### src/rtl/asram_pkg.sv
package asram_pkg;

  typedef enum logic [2:0] {
    ST_IDLE   = 3'd0,
    ST_READ   = 3'd1,
    ST_WSETUP = 3'd2,
    ST_WPULSE = 3'd3,
    ST_WRECOV = 3'd4
  } asram_state_e;

  // Whole clock cycles that cover a nanosecond minimum, never fewer than one.
  function automatic int span_cycles(input int ns, input int period);
    int c;
    c = (ns + period - 1) / period;
    if (c < 1) c = 1;
    return c;
  endfunction

  function automatic int imax(input int a, input int b);
    return (a > b) ? a : b;
  endfunction

endpackage

### src/rtl/asram_down_cnt.sv
module asram_down_cnt #(
  parameter int CNT_W = 4
) (
  input  logic             clk,
  input  logic             rst_n,
  input  logic             load,
  input  logic [CNT_W-1:0] load_val,
  output logic             zero
);

  logic [CNT_W-1:0] cnt_q;
  logic [CNT_W-1:0] cnt_d;
  logic             cnt_en;

  assign zero   = (cnt_q == '0);
  assign cnt_en = load | ~zero;

  always_comb begin
    if (load) cnt_d = load_val;
    else      cnt_d = cnt_q - 1'b1;
  end

  always_ff @(posedge clk or negedge rst_n) begin
    if (!rst_n)      cnt_q <= '0;
    else if (cnt_en) cnt_q <= cnt_d;
  end

endmodule

### src/rtl/asram_seq.sv
module asram_seq
  import asram_pkg::*;
#(
  parameter int CNT_W  = 4,
  parameter int RD_CYC = 11,
  parameter int AS_CYC = 1,
  parameter int WP_CYC = 9,
  parameter int WR_CYC = 1
) (
  input  logic             clk,
  input  logic             rst_n,
  input  logic             req,
  input  logic             we,
  input  logic             ph_zero,
  input  logic             turn_zero,
  output logic             ph_load,
  output logic [CNT_W-1:0] ph_val,
  output logic             turn_load,
  output logic             cap_req,
  output logic             cap_rd,
  output logic             ack,
  output logic             sel_n,
  output logic             sel,
  output logic             wr_n,
  output logic             rd_n,
  output logic             drive
);

  asram_state_e st_q, st_d;
  logic ack_d, sel_d, wr_d, rd_d, drv_d;

  // next-state and phase-counter control
  always_comb begin
    st_d      = st_q;
    ph_load   = 1'b0;
    ph_val    = '0;
    turn_load = 1'b0;
    cap_req   = 1'b0;
    cap_rd    = 1'b0;
    ack_d     = 1'b0;
    case (st_q)
      ST_IDLE: begin
        if (req && !ack && (!we || turn_zero)) begin
          cap_req = 1'b1;
          ph_load = 1'b1;
          if (we) begin
            st_d   = ST_WSETUP;
            ph_val = CNT_W'(AS_CYC - 1);
          end else begin
            st_d   = ST_READ;
            ph_val = CNT_W'(RD_CYC - 1);
          end
        end
      end
      ST_READ: begin
        if (ph_zero) begin
          st_d      = ST_IDLE;
          cap_rd    = 1'b1;
          turn_load = 1'b1;
          ack_d     = 1'b1;
        end
      end
      ST_WSETUP: begin
        if (ph_zero) begin
          st_d    = ST_WPULSE;
          ph_load = 1'b1;
          ph_val  = CNT_W'(WP_CYC - 1);
        end
      end
      ST_WPULSE: begin
        if (ph_zero) begin
          st_d    = ST_WRECOV;
          ph_load = 1'b1;
          ph_val  = CNT_W'(WR_CYC - 1);
        end
      end
      ST_WRECOV: begin
        if (ph_zero) begin
          st_d  = ST_IDLE;
          ack_d = 1'b1;
        end
      end
      default: st_d = ST_IDLE;
    endcase
  end

  // strobe levels decoded from the next state so that every pin leaves a flop
  always_comb begin
    sel_d = (st_d == ST_READ) || (st_d == ST_WSETUP) || (st_d == ST_WPULSE);
    wr_d  = (st_d == ST_WPULSE);
    rd_d  = (st_d == ST_READ);
    drv_d = (st_d == ST_WSETUP) || (st_d == ST_WPULSE) || (st_d == ST_WRECOV);
  end

  always_ff @(posedge clk or negedge rst_n) begin
    if (!rst_n) begin
      st_q  <= ST_IDLE;
      ack   <= 1'b0;
      sel_n <= 1'b1;
      sel   <= 1'b0;
      wr_n  <= 1'b1;
      rd_n  <= 1'b1;
      drive <= 1'b0;
    end else begin
      st_q  <= st_d;
      ack   <= ack_d;
      sel_n <= ~sel_d;
      sel   <= sel_d;
      wr_n  <= ~wr_d;
      rd_n  <= ~rd_d;
      drive <= drv_d;
    end
  end

  // the strobe only falls once both selects were already active
  p_wfall_after_sel_r3: assert property (@(posedge clk) disable iff (!rst_n)
    $fell(wr_n) |-> ($past(!sel_n) && $past(sel)));

endmodule

### src/rtl/asram_dpath.sv
module asram_dpath #(
  parameter int ADDR_W = 18,
  parameter int DATA_W = 8
) (
  input  logic              clk,
  input  logic              rst_n,
  input  logic              cap_req,
  input  logic              cap_rd,
  input  logic [ADDR_W-1:0] addr_i,
  input  logic [DATA_W-1:0] wdata_i,
  input  logic [DATA_W-1:0] mem_din,
  output logic [ADDR_W-1:0] mem_addr,
  output logic [DATA_W-1:0] mem_dout,
  output logic [DATA_W-1:0] rdata
);

  always_ff @(posedge clk or negedge rst_n) begin
    if (!rst_n) begin
      mem_addr <= '0;
      mem_dout <= '0;
    end else if (cap_req) begin
      mem_addr <= addr_i;
      mem_dout <= wdata_i;
    end
  end

  always_ff @(posedge clk or negedge rst_n) begin
    if (!rst_n)      rdata <= '0;
    else if (cap_rd) rdata <= mem_din;
  end

endmodule

### src/rtl/asram_bridge.sv
module asram_bridge
  import asram_pkg::*;
#(
  parameter int ADDR_W         = 18,
  parameter int DATA_W         = 8,
  parameter int CLK_PERIOD_NS  = 5,
  parameter int T_RD_CYCLE_NS  = 55,
  parameter int T_ADDR_ACC_NS  = 55,
  parameter int T_EN_ACC_NS    = 30,
  parameter int T_WR_CYCLE_NS  = 55,
  parameter int T_STROBE_NS    = 45,
  parameter int T_ADDR_WEND_NS = 50,
  parameter int T_DSETUP_NS    = 25,
  parameter int T_ASETUP_NS    = 0,
  parameter int T_RELEASE_NS   = 20
) (
  input  logic              clk,
  input  logic              rst_n,
  input  logic              req,
  input  logic              we,
  input  logic [ADDR_W-1:0] addr,
  input  logic [DATA_W-1:0] wdata,
  output logic              ack,
  output logic [DATA_W-1:0] rdata,
  output logic [ADDR_W-1:0] mem_addr,
  output logic              mem_sel_n,
  output logic              mem_sel,
  output logic              mem_wr_n,
  output logic              mem_rd_n,
  output logic [DATA_W-1:0] mem_dout,
  output logic              mem_drive,
  input  logic [DATA_W-1:0] mem_din
);

  // phase lengths in clock cycles
  localparam int RD_CYC = imax(span_cycles(T_RD_CYCLE_NS, CLK_PERIOD_NS),
                               imax(span_cycles(T_ADDR_ACC_NS, CLK_PERIOD_NS),
                                    span_cycles(T_EN_ACC_NS, CLK_PERIOD_NS)));
  localparam int AS_CYC = span_cycles(T_ASETUP_NS, CLK_PERIOD_NS);
  localparam int WP_CYC = imax(span_cycles(T_STROBE_NS, CLK_PERIOD_NS),
                               imax(span_cycles(T_ADDR_WEND_NS, CLK_PERIOD_NS) - AS_CYC,
                                    span_cycles(T_DSETUP_NS, CLK_PERIOD_NS) - AS_CYC));
  localparam int WR_CYC = imax(1, span_cycles(T_WR_CYCLE_NS, CLK_PERIOD_NS) - AS_CYC - WP_CYC);
  localparam int REL_CYC = span_cycles(T_RELEASE_NS, CLK_PERIOD_NS);
  localparam int MAX_CYC = imax(imax(RD_CYC, AS_CYC), imax(imax(WP_CYC, WR_CYC), REL_CYC));
  localparam int CNT_W   = $clog2(MAX_CYC + 1);
  localparam int CHK_W   = CNT_W + 1;

  logic             ph_load, ph_zero, turn_load, turn_zero, cap_req, cap_rd;
  logic [CNT_W-1:0] ph_val;

  asram_seq #(
    .CNT_W (CNT_W),
    .RD_CYC(RD_CYC),
    .AS_CYC(AS_CYC),
    .WP_CYC(WP_CYC),
    .WR_CYC(WR_CYC)
  ) u_seq (
    .clk      (clk),
    .rst_n    (rst_n),
    .req      (req),
    .we       (we),
    .ph_zero  (ph_zero),
    .turn_zero(turn_zero),
    .ph_load  (ph_load),
    .ph_val   (ph_val),
    .turn_load(turn_load),
    .cap_req  (cap_req),
    .cap_rd   (cap_rd),
    .ack      (ack),
    .sel_n    (mem_sel_n),
    .sel      (mem_sel),
    .wr_n     (mem_wr_n),
    .rd_n     (mem_rd_n),
    .drive    (mem_drive)
  );

  // phase timer
  asram_down_cnt #(.CNT_W(CNT_W)) u_phase (
    .clk     (clk),
    .rst_n   (rst_n),
    .load    (ph_load),
    .load_val(ph_val),
    .zero    (ph_zero)
  );

  // bus-release timer started when a read window closes
  asram_down_cnt #(.CNT_W(CNT_W)) u_turn (
    .clk     (clk),
    .rst_n   (rst_n),
    .load    (turn_load),
    .load_val(CNT_W'(REL_CYC - 1)),
    .zero    (turn_zero)
  );

  asram_dpath #(.ADDR_W(ADDR_W), .DATA_W(DATA_W)) u_dpath (
    .clk     (clk),
    .rst_n   (rst_n),
    .cap_req (cap_req),
    .cap_rd  (cap_rd),
    .addr_i  (addr),
    .wdata_i (wdata),
    .mem_din (mem_din),
    .mem_addr(mem_addr),
    .mem_dout(mem_dout),
    .rdata   (rdata)
  );

  // checker counters: strobe-low run length and enable-high run length
  logic [CHK_W-1:0] wlow_cnt, rdhi_cnt;

  always_ff @(posedge clk or negedge rst_n) begin
    if (!rst_n)         wlow_cnt <= '0;
    else if (!mem_wr_n) wlow_cnt <= wlow_cnt + 1'b1;
    else                wlow_cnt <= '0;
  end

  always_ff @(posedge clk or negedge rst_n) begin
    if (!rst_n)                              rdhi_cnt <= CHK_W'(REL_CYC);
    else if (!mem_rd_n)                      rdhi_cnt <= '0;
    else if (rdhi_cnt < CHK_W'(REL_CYC))     rdhi_cnt <= rdhi_cnt + 1'b1;
  end

  p_desel_on_ack_r1: assert property (@(posedge clk) disable iff (!rst_n)
    ack |-> (mem_sel_n && !mem_sel && mem_wr_n && mem_rd_n && !mem_drive));

  p_wr_inside_sel_r3: assert property (@(posedge clk) disable iff (!rst_n)
    !mem_wr_n |-> (!mem_sel_n && mem_sel && mem_rd_n && mem_drive));

  p_wr_width_r3: assert property (@(posedge clk) disable iff (!rst_n)
    (mem_wr_n && !$past(mem_wr_n)) |-> (wlow_cnt == CHK_W'(WP_CYC)));

  p_addr_hold_r4: assert property (@(posedge clk) disable iff (!rst_n)
    (!mem_sel_n && !$past(mem_sel_n)) |-> $stable(mem_addr));

  p_no_contention_r5: assert property (@(posedge clk) disable iff (!rst_n)
    mem_drive |-> mem_rd_n);

  p_turnaround_r6: assert property (@(posedge clk) disable iff (!rst_n)
    (mem_drive && !$past(mem_drive)) |-> (rdhi_cnt >= CHK_W'(REL_CYC)));

  p_ack_pulse_r7: assert property (@(posedge clk) disable iff (!rst_n)
    ack |=> !ack);

endmodule

### config.mk
export PLATFORM = sky130hd
export DESIGN_NAME = asram_bridge
export DESIGN_NICKNAME = d
export VERILOG_FILES = /design/src/rtl/asram_pkg.sv /design/src/rtl/asram_down_cnt.sv /design/src/rtl/asram_seq.sv /design/src/rtl/asram_dpath.sv /design/src/rtl/asram_bridge.sv
export SDC_FILE = /design/constraint.sdc
export NUM_CORES = 1
export LEC_CHECK = 0
export BUFFER_PORTS_ARGS = -buffer_cell sky130_fd_sc_hd__buf_2
export CAP_MARGIN = 10
export CORE_MARGIN = 2
export CORE_UTILIZATION = 50
export CTS_CLUSTER_DIAMETER = 120
export DETAILED_ROUTE_END_ITERATION = 8
export PLACE_DENSITY = 0.88
export SYNTH_ARGS = -nofsm -noshare
export SYNTH_HDL_FRONTEND = slang
export SYNTH_HIERARCHICAL = 1
export SYNTH_SLANG_ARGS = --single-unit
### constraint.sdc
create_clock -name clk -period 3.5 [get_ports clk]
set_input_delay 0.175 -clock clk [delete_from_list [all_inputs] [get_ports clk]]
set_output_delay 0.175 -clock clk [all_outputs]
set_load 0.005 [all_outputs]
==> After elaboration in Yosys (flattened, before gate mapping) <==
Cells that the tools add are included.
{ "word_totals": {"in_bits": 38, "reg_bits": 51} }
{ "classes": {"reduce_logical": 14, "addsub": 2, "mux": 18, "eq_ne": 8, "bitwise": 7} }
{ "ops": {"columns": ["cell", "count"], "rows": [
  ["$mux 4", 5],
  ["$eq 3x2->1 const B", 4],
  ["$mux 3", 4],
  ["$pmux 3 s4", 1],
  ["$logic_not 4->1", 2],
  ["$pmux 4 s2", 1],
  ["$sub 4x1->4 const B", 2],
  ["$eq 3x1->1 const B", 2],
  ["$eq 3x3->1 const B", 2],
  ["$logic_or 1x1->1", 5],
  ["$mux 1", 5],
  ["$not 1->1", 5],
  ["$reduce_or 2->1", 2],
  ["$logic_not 3->1", 1],
  ["$logic_and 1x1->1", 2],
  ["$logic_not 1->1", 2],
  ["$mux 2", 1],
  ["$or 1x1->1", 2],
  ["$pmux 1 s2", 1]
]} }

==> Logic depth before layout (Yosys ltp) <==
{ "depth": {"word_depth": 9, "mapped_depth": 9, "depth_no_buf": 7} }

==> Hierarchy <==
Netlist, hierarchy kept.
{ "modules_own_cells": {"columns": ["module", "n_inst", "area_per_inst_um2", "cells_per_inst"], "rows": [
  ["asram_dpath", 1, 1365.1, 72],
  ["asram_seq", 1, 484.2, 52],
  ["asram_down_cnt", 2, 234.0, 22],
  ["asram_bridge", 1, 7.5, 2]
]} }

==> Least setup slack after synthesis <==
OpenSTA, ideal clock, no wires.
{ "synth_timing": {"kind": "reg-to-reg", "from": "reg u_phase.cnt_q[0]", "to": "reg u_turn.cnt_q[3]", "period_less_slack_ps": 2016, "path_slack_ps": 1484, "n_path_buf": 2, "setup_time_ps": 126, "stages_incl_launch_ff": 10, "arrival_ps": 1890, "path_cell_list": "dfrtp_1 inv_1 ha_1 nor3b_4 nand2b_1 nor2_1 buf_4 clkbuf_1 nor3_1 a221o_1"} }
{ "synth_via": {"elab_chain_cells": 4, "word_cells_on_any_way": 5, "cone_classes": "mux: 3; bitwise: 1; reduce/logical: 1"} }
{ "synth_rtl": {"columns": ["item", "line", "rtl"], "rows": [
  ["start, declared", "asram_down_cnt.sv:11", "logic [CNT_W-1:0] cnt_q;"],
  ["start signal, assigned", "asram_down_cnt.sv:25", "else if (cnt_en) cnt_q <= cnt_d;"],
  ["$logic_not 4->1 *", "asram_down_cnt.sv:15", "assign zero = (cnt_q == '0);"],
  ["via ph_zero", "asram_bridge.sv:49", "logic ph_load, ph_zero, turn_load, turn_zero, cap_req, cap_rd;"],
  ["$mux 1 * (2 in a row)", null, null],
  ["via cap_rd", "asram_bridge.sv:49", null],
  ["$mux 4 / $or 1x1->1 (equally long branches)", "asram_down_cnt.sv:19, asram_down_cnt.sv:16", null],
  ["end signal, assigned", "asram_down_cnt.sv:25", null],
  ["end, declared", "asram_down_cnt.sv:11", null]
]} }
The timed path passes the listed nets; every way through them passes the cells marked *.
A chain may end at the register's enable or synchronous reset.

==> Worst setup path in the final report <==
{ "layout_timing": {"from": "reg u_phase.cnt_q[0]", "to": "reg u_phase.cnt_q[3]"} }
{ "layout_via": {"elab_chain_cells": 4, "word_cells_on_any_way": 9, "cone_classes": "add/sub: 1; mux: 5; bitwise: 2; reduce/logical: 1"} }
{ "layout_rtl": {"columns": ["item", "line", "rtl"], "rows": [
  ["$logic_not 4->1 *", "asram_down_cnt.sv:15", null],
  ["via ph_zero", "asram_bridge.sv:49", null],
  ["$mux 1 *", "asram_seq.sv:64, asram_seq.sv:71", null],
  ["$pmux 1 s2 *", "asram_seq.sv:41", "case (st_q)"],
  ["via ph_load", "asram_bridge.sv:49", null],
  ["$mux 4 / $or 1x1->1 (equally long branches)", "asram_down_cnt.sv:19, asram_down_cnt.sv:16", null]
]} }
Marked as above.

==> impl_metrics.yaml <==
routing:
  vias: 1576
  drt-vias-per-instance: 5.253
  wl_um: 4867
  avgRoutedWirePerCell_um: 16.22
  drc: 0
  postRouteAntennaNets: 0
  drtIter0Drc: 105
  firstDrtPassIters: 4
placement:
  dpl_worst_slack_ns: 1.229
  dp_hpwl_um: 3402
  gp_congestion: 0.7784
  post-place-cells: 292
  portBuffers: 77
die:
  num_rows: 24
  dieHeight_um: 72.19
  dieArea_um2: 5211
  pin_count: 78
  initial_core_util_pct: 52.66
  core_um2: 4414
  die_w_um: 72.19
clock_network:
  clockRootBuffer: "clkbuf_8"
  tritoncts: "built"
  numCtsBuffers: 5
  clk_pin_slew_ns: 0.10
  cts_max_level: 2
  clock-sinks: 51
  cts-resized-gates: 0
  worstSkewPairLatency_ns: 0.30
  clockBufferDepth: 2
  cts_hold_buf: 0
  post_cts_buffers: 0
worst_setup_path:
  worstSetupPathType: "flop to flop"
  critPathBufInv: 1
  critPathSlowestCell: "a21oi_1"
  slowest_delay_ns: 0.50
  crit_path_cell_trace: "inv_1, ha_1, nor3b_4, nand2_1, a21oi_1, nor3_1, a221o_1"
  crit_path_end_kind: "flop"
  critical-path-top-delay-family: "compound AO/OA/AOI/OAI gates"
  arrival_ns: 2.48
  worstSetupStartpointType: "flop"
  crit_fanout: 9
  required_ns: 3.69
cells_and_area:
  antenna_cells: 0
  syn_to_final_growth_pct: 20.67
  seqCellArea_um2: 1280
  fillers: 336
  instances_no_fill: 300
  multi_input_area_um2: 942.2
  drive_above_1_share_pct: 52.82
  final_core_util_pct: 63.55
  finalNetCount: 287
synthesis:
  synth_top_area_share_pct: 51.67
  ys_seq_area_share_pct: 55.06
  async_flop_share_pct: 100.0
  avgSynthCellArea_um2: 13.67
  ys_seq_elements: 51
  syn_area_um2: 2325
  synth-edff-count: 0
  synth-main-ff-cell: "dfrtp_1"
  synth.most_common_cell: "dfrtp_1"
  synthCells: 170
  post-synth-top-area-cell: "dfrtp_1"
  yosys_warnings: 6
  synthTopCellsByCount: "dfrtp_1, mux2_4, mux2_2"
  yosysUniqueCellTypes: 38
  yosys-top-cells-area: "dfrtp_1, mux2_4, mux2_2"
global_route:
  antenna_found_initial: 0
  grt_max_degree: 52
  grt_pass1_wl_um: 7748
  grtUsageTotal_pct: 19.63
  gr-total-overflow: 0
  grt_pass1_vias: 1576
sta:
  worst_slack_ns: 1.209
  setup_viol: 0
  min_period_over_period_pct: 65.46
  hold_viol: 0
  drv_slew: 0
  period_minus_slack_ns: 2.291
  rsz0062_at_grt: "no"
  fmax_mhz: 436.4
  tns_ns: 0
  holdWs_ns: 0.07689
  slew-limit-headroom_pct: 26.18
  fin_skew_ns: 0.01173
  tightest_slew_ns: 1.107
power:
  pwr-share-seq_pct: 42.5
  p_sw_share_pct: 33.44
  p_leak_nw: 1.368
  cellPowerDensity_nw_per_um2: 904.6
  ir_drop_v: 0.0002889
  pwr-share-comb_pct: 43.5
  p_clk_share_pct: 14.0
  internal_power_mw: 1.689
  netSwitchingPower_mw: 0.8485
run:
  drv_cap: 0
hold_path:
  hp-class: "input pin to asynchronous set/reset pin"
status:
  status: "finished, final reports clean"
[power by group through the flow]
| stage | logic (mW) | clock network (mW) | registers, mW |
|---|---|---|---|
| after floorplan | 0.747 | 0 | 1.06 |
| after global routing | 1.21 | 0.389 | 1.11 |
| after CTS | 1.11 | 0.364 | 1.08 |
| final | 1.11 | 0.354 | 1.08 |
| after global placement | 1.05 | 0 | 1.06 |
| after detailed placement | 1.09 | 0 | 1.09 |
[metal layers]
metal / track usage, % / part of all wire, % / vias to the layer above
met4: 6.289 / 0.95 / 0
met5: 0 / 0 / -
li1: - / - / 732
met3: 5.000 / 8.7 / 7
met1: 22.87 / 40 / 773
met2: 35.27 / 51 / 64
[worst paths after layout]
| check | startpoint | to | slack [ns] | cells after the start |
|---|---|---|---|---|
| max in group asynchronous | rst_n | u_dpath/rdata[3] | 2.74 | 1 |
| worst min-delay path | rst_n | u_dpath/mem_addr[2] | 0.08 | 1 |
| worst max register to register | u_phase/cnt_q[0] | u_phase/cnt_q[3] | 1.21 | 7 |
| worst max-delay path | u_phase/cnt_q[0] | u_phase/cnt_q[3] | 1.21 | 7 |
| worst min register to register | u_dpath/rdata[6] | u_dpath/rdata[6] | 0.51 | 1 |
| min in group clk | addr[8] | u_dpath/mem_addr[8] | 0.10 | 2 |
[metrics by stage]
stage / total power, mW / cell area, um2
3_5_place_dp: 2.179 / 2706
4_1_cts: 2.559 / 2805
3_3_place_gp: 2.106 / 2706
5_1_grt: 2.711 / 2805
2_1_floorplan: 1.811 / 2336
6_report: 2.537 / 2805
[layout by cell type, fill, tap and decap left out, types with 2 or more instances in the layout]
| master | synthesis | final |
|---|---|---|
| nor3_1 | 4 | 4 |
| a21oi_1 | 2 | 2 |
| o21ai_0 | 5 | 5 |
| ha_1 | 2 | 2 |
| nor3b_1 | 2 | 2 |
| conb_1 | 3 | 6 |
| clkbuf_8 | 0 | 6 |
| mux2_4 | 20 | 20 |
| buf_4 | 3 | 2 |
| nor3b_4 | 2 | 2 |
| nand3_1 | 2 | 2 |
| and2_1 | 2 | 2 |
| buf_2 | 4 | 77 |
| nand2b_1 | 6 | 6 |
| nand3b_1 | 2 | 2 |
| o21ai_1 | 4 | 4 |
| nand2_1 | 6 | 6 |
| a221o_1 | 2 | 2 |
| dfstp_2 | 3 | 3 |
| mux2i_1 | 4 | 4 |
| nor2_1 | 3 | 3 |
| mux2_2 | 16 | 16 |
| inv_1 | 5 | 5 |
| dfrtp_1 | 48 | 48 |
| xnor2_1 | 2 | 2 |
| nor2b_1 | 2 | 2 |
[registers in the layout, summed over array words and instances (netlist names)]
name / count
u_turn/cnt_q: 4
u_seq/ack: 1
u_seq/drive: 1
u_seq/sel_n: 1
u_phase/cnt_q: 4
u_dpath/rdata: 8
u_seq/sel: 1
u_seq/rd_n: 1
u_dpath/mem_addr: 18
u_seq/wr_n: 1
u_dpath/mem_dout: 8
u_seq/st_q: 3
[layout make-up]
class | instances | area share [%]
Sequential cell | 51 | 45.63
Multi-Input combinational cell | 105 | 33.59
Clock inverter | 2 | 0.5798
Inverter | 5 | 0.6690
Timing Repair Buffer | 79 | 14.27
Tap cell | 52 | 2.319
Clock buffer | 6 | 2.944
[logic make-up after synthesis]
kind of cell	synth area share, %
flip-flops	55.06
multiplexers	22.39
AND/OR/NAND/NOR	10.23
AO/OA/AOI/OAI	4.844
buffers and inverters	5.167
other	0.4844
adder cells (fa/ha/maj)	1.076
XOR/XNOR	0.7536
No activity file was read; power rests on OpenSTA's default activity.
